<file path="config.mk">
export PLATFORM = sky130hd
export DESIGN_NAME = serial_adder
export DESIGN_NICKNAME = d
export VERILOG_FILES = /design/src/rtl/serial_add_pkg.sv /design/src/rtl/bit_full_adder.sv /design/src/rtl/shift_reg_right.sv /design/src/rtl/sa_ctrl.sv /design/src/rtl/serial_adder.sv
export SDC_FILE = /design/constraint.sdc
export NUM_CORES = 1
export LEC_CHECK = 0
export ABC_AREA = 0
export BUFFER_PORTS_ARGS = -buffer_cell sky130_fd_sc_hd__buf_2
export CORE_MARGIN = 1
export CORE_UTILIZATION = 40
export CTS_CLUSTER_SIZE = 24
export DETAILED_ROUTE_END_ITERATION = 16
export GPL_TIMING_DRIVEN = 0
export SLEW_MARGIN = 20
export SYNTH_ARGS = -nofsm -noshare
export SYNTH_HDL_FRONTEND = slang
export SYNTH_SLANG_ARGS = --single-unit
</file>
<file path="constraint.sdc">
create_clock -name clk -period 1.7 [get_ports clk]
set_input_delay 0.34 -clock clk [delete_from_list [all_inputs] [get_ports clk]]
set_output_delay 0.34 -clock clk [all_outputs]
set_load 0.02 [all_outputs]
</file>
<file path="src/rtl/serial_add_pkg.sv">
package serial_add_pkg;
  typedef enum logic {
    SA_IDLE = 1'b0,
    SA_RUN  = 1'b1
  } sa_state_e;
endpackage

</file>
<file path="src/rtl/bit_full_adder.sv">
module bit_full_adder (
  input  logic x,
  input  logic y,
  input  logic cin,
  output logic s,
  output logic cout
);
  logic prop;

  always_comb begin
    prop = x ^ y;
    s    = prop ^ cin;
    cout = (x & y) | (prop & cin);
  end


  always_comb begin
    fa_arith_chk: assert ({cout, s} == (2'(x) + 2'(y) + 2'(cin)));
  end
endmodule

</file>
<file path="src/rtl/shift_reg_right.sv">
module shift_reg_right #(
  parameter int W = 8
) (
  input  logic         clk,
  input  logic         rst_n,
  input  logic         load,
  input  logic         shift,
  input  logic [W-1:0] load_val,
  input  logic         ser_in,
  output logic [W-1:0] q
);
  logic [W-1:0] q_d;

  always_comb begin
    q_d = q;
    if (load)       q_d = load_val;
    else if (shift) q_d = {ser_in, q[W-1:1]};
  end

  always_ff @(posedge clk or negedge rst_n) begin
    if (!rst_n)              q <= '0;
    else if (load || shift)  q <= q_d;
  end
endmodule

</file>
<file path="src/rtl/sa_ctrl.sv">
module sa_ctrl
  import serial_add_pkg::*;
#(
  parameter int N = 8
) (
  input  logic clk,
  input  logic rst_n,
  input  logic start,
  output logic load,
  output logic step,
  output logic busy,
  output logic done
);
  localparam int CW = (N > 1) ? $clog2(N) : 1;
  localparam logic [CW-1:0] LAST = CW'(N - 1);

  sa_state_e    state_q, state_d;
  logic [CW-1:0] cnt_q, cnt_d;
  logic          done_d;

  always_comb begin
    load    = (state_q == SA_IDLE) && start;
    step    = (state_q == SA_RUN);
    state_d = state_q;
    cnt_d   = cnt_q;
    done_d  = 1'b0;
    if (load) begin
      state_d = SA_RUN;
      cnt_d   = '0;
    end else if (step) begin
      cnt_d = cnt_q + 1'b1;
      if (cnt_q == LAST) begin
        state_d = SA_IDLE;
        done_d  = 1'b1;
      end
    end
  end

  always_ff @(posedge clk or negedge rst_n) begin
    if (!rst_n) begin
      state_q <= SA_IDLE;
      cnt_q   <= '0;
      done_q_r <= 1'b0;
    end else begin
      state_q <= state_d;
      cnt_q   <= cnt_d;
      done_q_r <= done_d;
    end
  end

  logic done_q_r;
  assign busy = (state_q == SA_RUN);
  assign done = done_q_r;


  busy_done_excl_chk: assert property (@(posedge clk) disable iff (!rst_n)
    !(busy && done));


  done_pulse_chk: assert property (@(posedge clk) disable iff (!rst_n)
    done |=> !done);


  done_after_busy_chk: assert property (@(posedge clk) disable iff (!rst_n)
    $rose(done) |-> $past(busy));


  start_ignored_chk: assert property (@(posedge clk) disable iff (!rst_n)
    (busy && start && cnt_q != LAST) |=> (busy && cnt_q == $past(cnt_q) + 1'b1));
endmodule

</file>
<file path="src/rtl/serial_adder.sv">
module serial_adder #(
  parameter int N = 8
) (
  input  logic         clk,
  input  logic         rst_n,
  input  logic         start,
  input  logic [N-1:0] op_a,
  input  logic [N-1:0] op_b,
  input  logic         carry_in,
  output logic [N-1:0] sum,
  output logic         carry_out,
  output logic         busy,
  output logic         done
);
  logic         load, step;
  logic [N-1:0] a_q, b_q;
  logic         fa_s, fa_co;
  logic         carry_q, carry_d;

  sa_ctrl #(.N(N)) u_ctrl (
    .clk   (clk),
    .rst_n (rst_n),
    .start (start),
    .load  (load),
    .step  (step),
    .busy  (busy),
    .done  (done)
  );

  shift_reg_right #(.W(N)) u_a_sh (
    .clk(clk), .rst_n(rst_n), .load(load), .shift(step),
    .load_val(op_a), .ser_in(1'b0), .q(a_q)
  );

  shift_reg_right #(.W(N)) u_b_sh (
    .clk(clk), .rst_n(rst_n), .load(load), .shift(step),
    .load_val(op_b), .ser_in(1'b0), .q(b_q)
  );

  bit_full_adder u_fa (
    .x(a_q[0]), .y(b_q[0]), .cin(carry_q), .s(fa_s), .cout(fa_co)
  );

  shift_reg_right #(.W(N)) u_sum_sh (
    .clk(clk), .rst_n(rst_n), .load(load), .shift(step),
    .load_val('0), .ser_in(fa_s), .q(sum)
  );

  always_comb begin
    carry_d = carry_q;
    if (load)      carry_d = carry_in;
    else if (step) carry_d = fa_co;
  end

  always_ff @(posedge clk or negedge rst_n) begin
    if (!rst_n)             carry_q <= 1'b0;
    else if (load || step)  carry_q <= carry_d;
  end

  assign carry_out = carry_q;


  idle_hold_chk: assert property (@(posedge clk) disable iff (!rst_n)
    (!busy && !start) |=> ($stable(sum) && $stable(carry_out)));


  carry_load_chk: assert property (@(posedge clk) disable iff (!rst_n)
    (!busy && start) |=> (carry_out == $past(carry_in)));
endmodule

</file>
==> run_results.csv, run 1 <==
group,metric,value,unit
setup_path,critPathMaxFanout,3,
global_routing,grt_antenna_before_repair,0,
route,wl_per_cell,12.6,um
logic_synthesis,ys_ff_latch,30,
power_and_ir_drop,pwr_density_cell,1620,nW/um^2
clock_network,post_cts.repair.setup_buffers,0,
setup_path,crit_path_start_kind,"flop",
setup_path,cp_cell_sequence,"buf_2",
clock_network,path_clk_slew,0.09,ns
setup_path,cp.required,1.36,ns
route,finalWirelength,2440,um
placed_design,place.gp.congestion,0.688,
sta,finalSetupViolations,0,
sta,worstMarginPinSlew,0.642,ns
sta,finalHoldViolCount,0,
setup_path,crit_path_top_delay_cell,"dfrtp_1",
route,viasPerCell,4.73,
clock_network,cts_buffer_depth,2,
placed_design,post_dp_cell_area,1510,sq um
placed_design,dpl_worst_slack,0.459,ns
die,die_area,3490,sq um
sta,worst_slack,0.448,ns
sta,fmax,799,MHz
die,fp-row-count,20,
logic_synthesis,synth_warnings,0,
global_routing,grt_overflow,0,
clock_network,clkSinkCount,30,
layout,nFillCells,294,
clock_network,holdBufCountCts,0,
logic_synthesis,synthCells,112,
die,io_pins,31,
run_status,outcome,"finished clean",
setup_path,max_stage_delay,0.42,ns
clock_network,cts_tree,"built",
sta,fin_skew,0.00995,ns
layout,fin_nets,172,
clock_network,clock_latency,0.32,ns
sta,fin_crit_sh,73.6,%
global_routing,track_usage,16.8,%
sta,final.setup.tns,0,ns
worst_hold_path,min_path_type,"in -> async",
sta,grt_setup_unrepaired,"false",
flow_run,maxCapViolations,0,
sta,slew_headroom,57.2,%
placed_design,port_buffers,30,
clock_network,cts_buffers,5,
power_and_ir_drop,p_leak,0.805,nW
power_and_ir_drop,design_power_total,2.53,mW
route,first_iter_violations,22,
route,drc_errors,0,
global_routing,grt_pass1_wl,4180,um
placed_design,dpl.cell_count,186,
setup_path,path_buf_inv,1,
logic_synthesis,syn-num-nets,135,
layout,fin_util,50.9,%
layout,n_antenna_cell,0,
global_routing,grt_start_max_net_pins,31,
layout,final_cells,194,
sta,final_max_slew_viol_count,0,
setup_path,cp-end-kind,"output pin",
placed_design,dp_hpwl,1780,um
clock_network,clock_tree.root_cell,"clkbuf_4",
logic_synthesis,avgSynthCellArea,11.6,sq um
route,drtAntennaViolNets,0,
die,core_area,3080,sq um
setup_path,arrival,0.91,ns
die,dieWidth,59.1,um
layout,finish.instance_area,1570,sq um
sta,fin_crit,1.25,ns
clock_network,cts_resized,0,
die,initial_core_util,42.3,%
route,drtPass1Iterations,4,
sta,whs,0.0377,ns
clock_network,htreeDepth,2,
setup_path,critical_path.top_delay_family,"flip-flops",
logic_synthesis,syn_area,1300,sq um
global_routing,grt_pass1_vias,928,
logic_synthesis,synth_cell_types,15,
setup_path,worstSetupPathType,"reg -> out",
layout,drive_gt1_share,29.3,%
power_and_ir_drop,ir_drop,0.000733,V
logic_synthesis,seq_area_frac_synth,57.6,%
route,via_count,917,
layout,syn_to_final_growth,20.4,%
die,die_y,59.1,um
report_power, final:
| group | total (mW) | internal [mW] | switching, mW | leakage (nW) |
|---|---|---|---|---|
| clock | 0.425 | 0.200 | 0.225 | 0.0353 |
| combinational | 0.938 | 0.397 | 0.541 | 0.379 |
| sequential | 1.17 | 0.996 | 0.173 | 0.391 |
cell usage after synthesis:
library cell,number,share of area [%]
mux2i_1,19,15
buf_2,4,1.5
inv_1,3,0.86
nor2_1,4,1.2
dfrtp_1,30,58
buf_6,2,1.7
a22o_1,6,4.0
o21ai_0,17,6.5
nand2b_1,4,1.9
fa_1,1,1.5
mux2_2,1,0.86
nand2_1,17,4.9
and2_1,1,0.48
ha_1,2,1.9
buf_1,1,0.29
final timing paths:
path	from	endpoint	depth (start not counted)	slack, ns
setup / recovery	u_sum_sh.q[6]	sum[6]	1	0.45
hold / removal	rst_n	u_a_sh.q[5]	1	0.04
setup reg to reg	u_ctrl.busy	u_b_sh.q[6]	3	0.50
hold reg to reg	u_b_sh.q[1]	u_b_sh.q[0]	2	0.49
max in group asynchronous	rst_n	u_b_sh.q[6]	1	1.24
min in group clk	op_a[7]	u_a_sh.q[7]	3	0.27
layout make-up:
type | count | area (sq um) | area share [%]
flip-flops and latches | 30 | 751 | 47.9
inverters | 3 | 11.3 | 0.718
clock buffers | 7 | 55.1 | 3.51
plain buffers | 7 | 46.3 | 2.95
well taps | 44 | 55.1 | 3.51
repair buffers | 30 | 150 | 9.58
clock inverters | 1 | 5.00 | 0.319
multi-input cells | 72 | 494 | 31.5
flip-flops by register name (all words and copies together), names as in the netlist:
signal	count
carry_out	1
u_a_sh.q	8
u_b_sh.q	8
u_ctrl.busy	1
u_ctrl.cnt_q	3
u_ctrl.done	1
u_sum_sh.q	8
metal layers:
| metal | GRT usage [%] | part of all wire (%) |
|---|---|---|
| met1 | 21.7 | 47 |
| met3 | 5.02 | 4.8 |
| met4 | 8.16 | 1.3 |
| met2 | 25.6 | 47 |
| met5 | 0 | 0 |
placed cells by master (no fill, tap or decap), drive strengths merged, types with 2 or more instances in the layout:
master / n
buf: 37
dfrtp: 30
ha: 2
a22o: 6
nor2: 4
nand2b: 4
inv: 3
o21ai: 17
clkbuf: 7
nand2: 17
mux2i: 19
kinds of logic after synthesis:
logic type | Yosys count | synth area share (%)
DFF | 30 | 57.6
and+or+nand+nor | 26 | 8.45
adders and majority gates | 3 | 3.46
AOI/OAI and AO/OA | 23 | 10.6
muxes | 20 | 15.5
buffers and inverters | 10 | 4.42
(Power assumes the default switching activity.)
==> run 2: changes to the inputs <==
Clock period 1.7 ns to 1.1 ns, I/O delays scaled along.
==> run 2 against run 1 <==
Against the previous run: the run now ends with setup timing left; sequential power grew 57%; flip-flop and latch count unchanged; clock skew down 0.0015 ns; cell count is 6.2% higher; count of clock-buffer cells in the layout did not move; critical path type unchanged; highest routed layer unchanged.
==> run_results.csv, run 2 (synthesis results as in run 1) <==
group,metric,value,unit
sta,worst_slack,-0.0228,ns
global_routing,grt_antenna_before_repair,0,
sta,fmax,891,MHz
layout,n_antenna_cell,0,
layout,final_cell_mix,"dfrtp_1, buf_2, mux2i_1",
clock_network,clock_tree.root_cell,"clkbuf_4",
power_and_ir_drop,ir_drop,0.00123,V
route,drc_errors,0,
sta,whs,0.127,ns
sta,finalHoldViolCount,0,
setup_path,max_stage_delay,0.43,ns
run_status,outcome,"complete, but fails checks",
placed_design,dpl_worst_slack,-0.123,ns
die,dieWidth,59.1,um
die,die_y,59.1,um
sta,finalSetupViolations,3,
setup_path,worstSetupPathType,"reg -> out",
setup_path,path_buf_inv,1,
run_status,violations,"setup timing",
route,drtPass1Iterations,4,
route,via_count,991,
sta,fin_crit,1.12,ns
route,wl_per_cell,13.2,um
power_and_ir_drop,p_leak,0.894,nW
die,die_area,3490,sq um
clock_network,cts_tree,"built",
setup_path,crit_path_top_delay_cell,"dfrtp_2",
layout,final_common_cell,"dfrtp_1",
clock_network,clock_latency,0.33,ns
sta,grt_setup_unrepaired,"true",
global_routing,grt_overflow,0,
global_routing,grt_pass1_wl,4490,um
setup_path,cp-end-kind,"output pin",
layout,finish.instance_area,1790,sq um
global_routing,track_usage,18.3,%
sta,final.setup.tns,-0.0409,ns
clock_network,htreeDepth,2,
worst_hold_path,min_path_type,"in -> reg",
placed_design,post_dp_cell_area,1530,sq um
sta,fin_crit_sh,102,%
setup_path,cp.required,0.88,ns
power_and_ir_drop,pwr_density_cell,2700,nW/um^2
setup_path,critPathMaxFanout,3,
layout,fin_nets,184,
layout,syn_to_final_growth,37.4,%
placed_design,dp_hpwl,1870,um
clock_network,clkSinkCount,30,
route,finalWirelength,2710,um
global_routing,grt_pass1_vias,1015,
sta,slew_headroom,55.3,%
sta,worstMarginPinSlew,0.670,ns
clock_network,path_clk_slew,0.09,ns
setup_path,crit_path_start_kind,"flop",
sta,fin_skew,0.00840,ns
clock_network,cts_buffer_depth,2,
layout,drive_gt1_share,39.5,%
placed_design,port_buffers,30,
layout,largest_registers,"u_a_sh.q: 8 flops, u_b_sh.q: 8 flops, u_sum_sh.q: 8 flops",
die,fp-row-count,20,
die,io_pins,31,
placed_design,place.gp.congestion,0.704,
flow_run,maxCapViolations,0,
die,core_area,3080,sq um
sta,final_max_slew_viol_count,0,
route,drtAntennaViolNets,0,
die,initial_core_util,42.3,%
setup_path,critical_path.top_delay_family,"flip-flops",
layout,fin_util,58.1,%
setup_path,arrival,0.90,ns
setup_path,cp_cell_sequence,"buf_6",
clock_network,cts_buffers,5,
route,viasPerCell,4.81,
route,first_iter_violations,10,
global_routing,grt_start_max_net_pins,31,
==> run 2: where the power goes <==
group	switching (mW)	leakage [nW]	internal (mW)
sequential	0.291	0.389	1.55
combinational	0.971	0.460	1.11
clock	0.378	0.0455	0.542
total	1.64	0.894	3.19
==> run 2: layout make-up <==
class	count	area [sq um]
clock buffer	7	55.1
inverter	3	11.3
multi-input combinational	72	512
timing repair buffer	42	312
clock inverter	1	30.0
tap	44	55.1
sequential	30	753
fill	281	1290
buffer	7	61.3
==> run 2: worst paths after layout <==
path / startpoint / end / slack, ns / cells after the start
worst min-delay path: op_a[7] / u_a_sh.q[7] / 0.13 / 3
max in group asynchronous: rst_n / carry_out / 0.17 / 2
worst max-delay path: u_ctrl.busy / busy / -0.02 / 1
worst min register to register: u_a_sh.q[3] / u_a_sh.q[2] / 0.49 / 2
min in group asynchronous: rst_n / u_sum_sh.q[4] / 0.45 / 2
worst max register to register: carry_out / u_sum_sh.q[7] / 0 / 3
==> run 2: through the flow <==
step / total power, mW / cells
4_1_cts: 4.75 / 204
2_1_floorplan: 2.86 / 112
3_3_place_gp: 3.29 / 186
5_1_grt: 5.20 / 206
6_report: 4.83 / 206
3_5_place_dp: 3.37 / 186
==> run 2: repair_timing <==
item,CTS,global route
setup buffers,9,2
pin swaps,3,1
gates resized for setup,23,16
setup endpoints to repair,27,35
hold endpoints to repair,30,0
hold buffers,1,0
==> run 2: routing by layer <==
layer  wire length [um]  GRT usage, %
met4                 65          11.9
met2               1350          31.0
met3                108          4.80
met5                  0             0
met1               1190          20.4
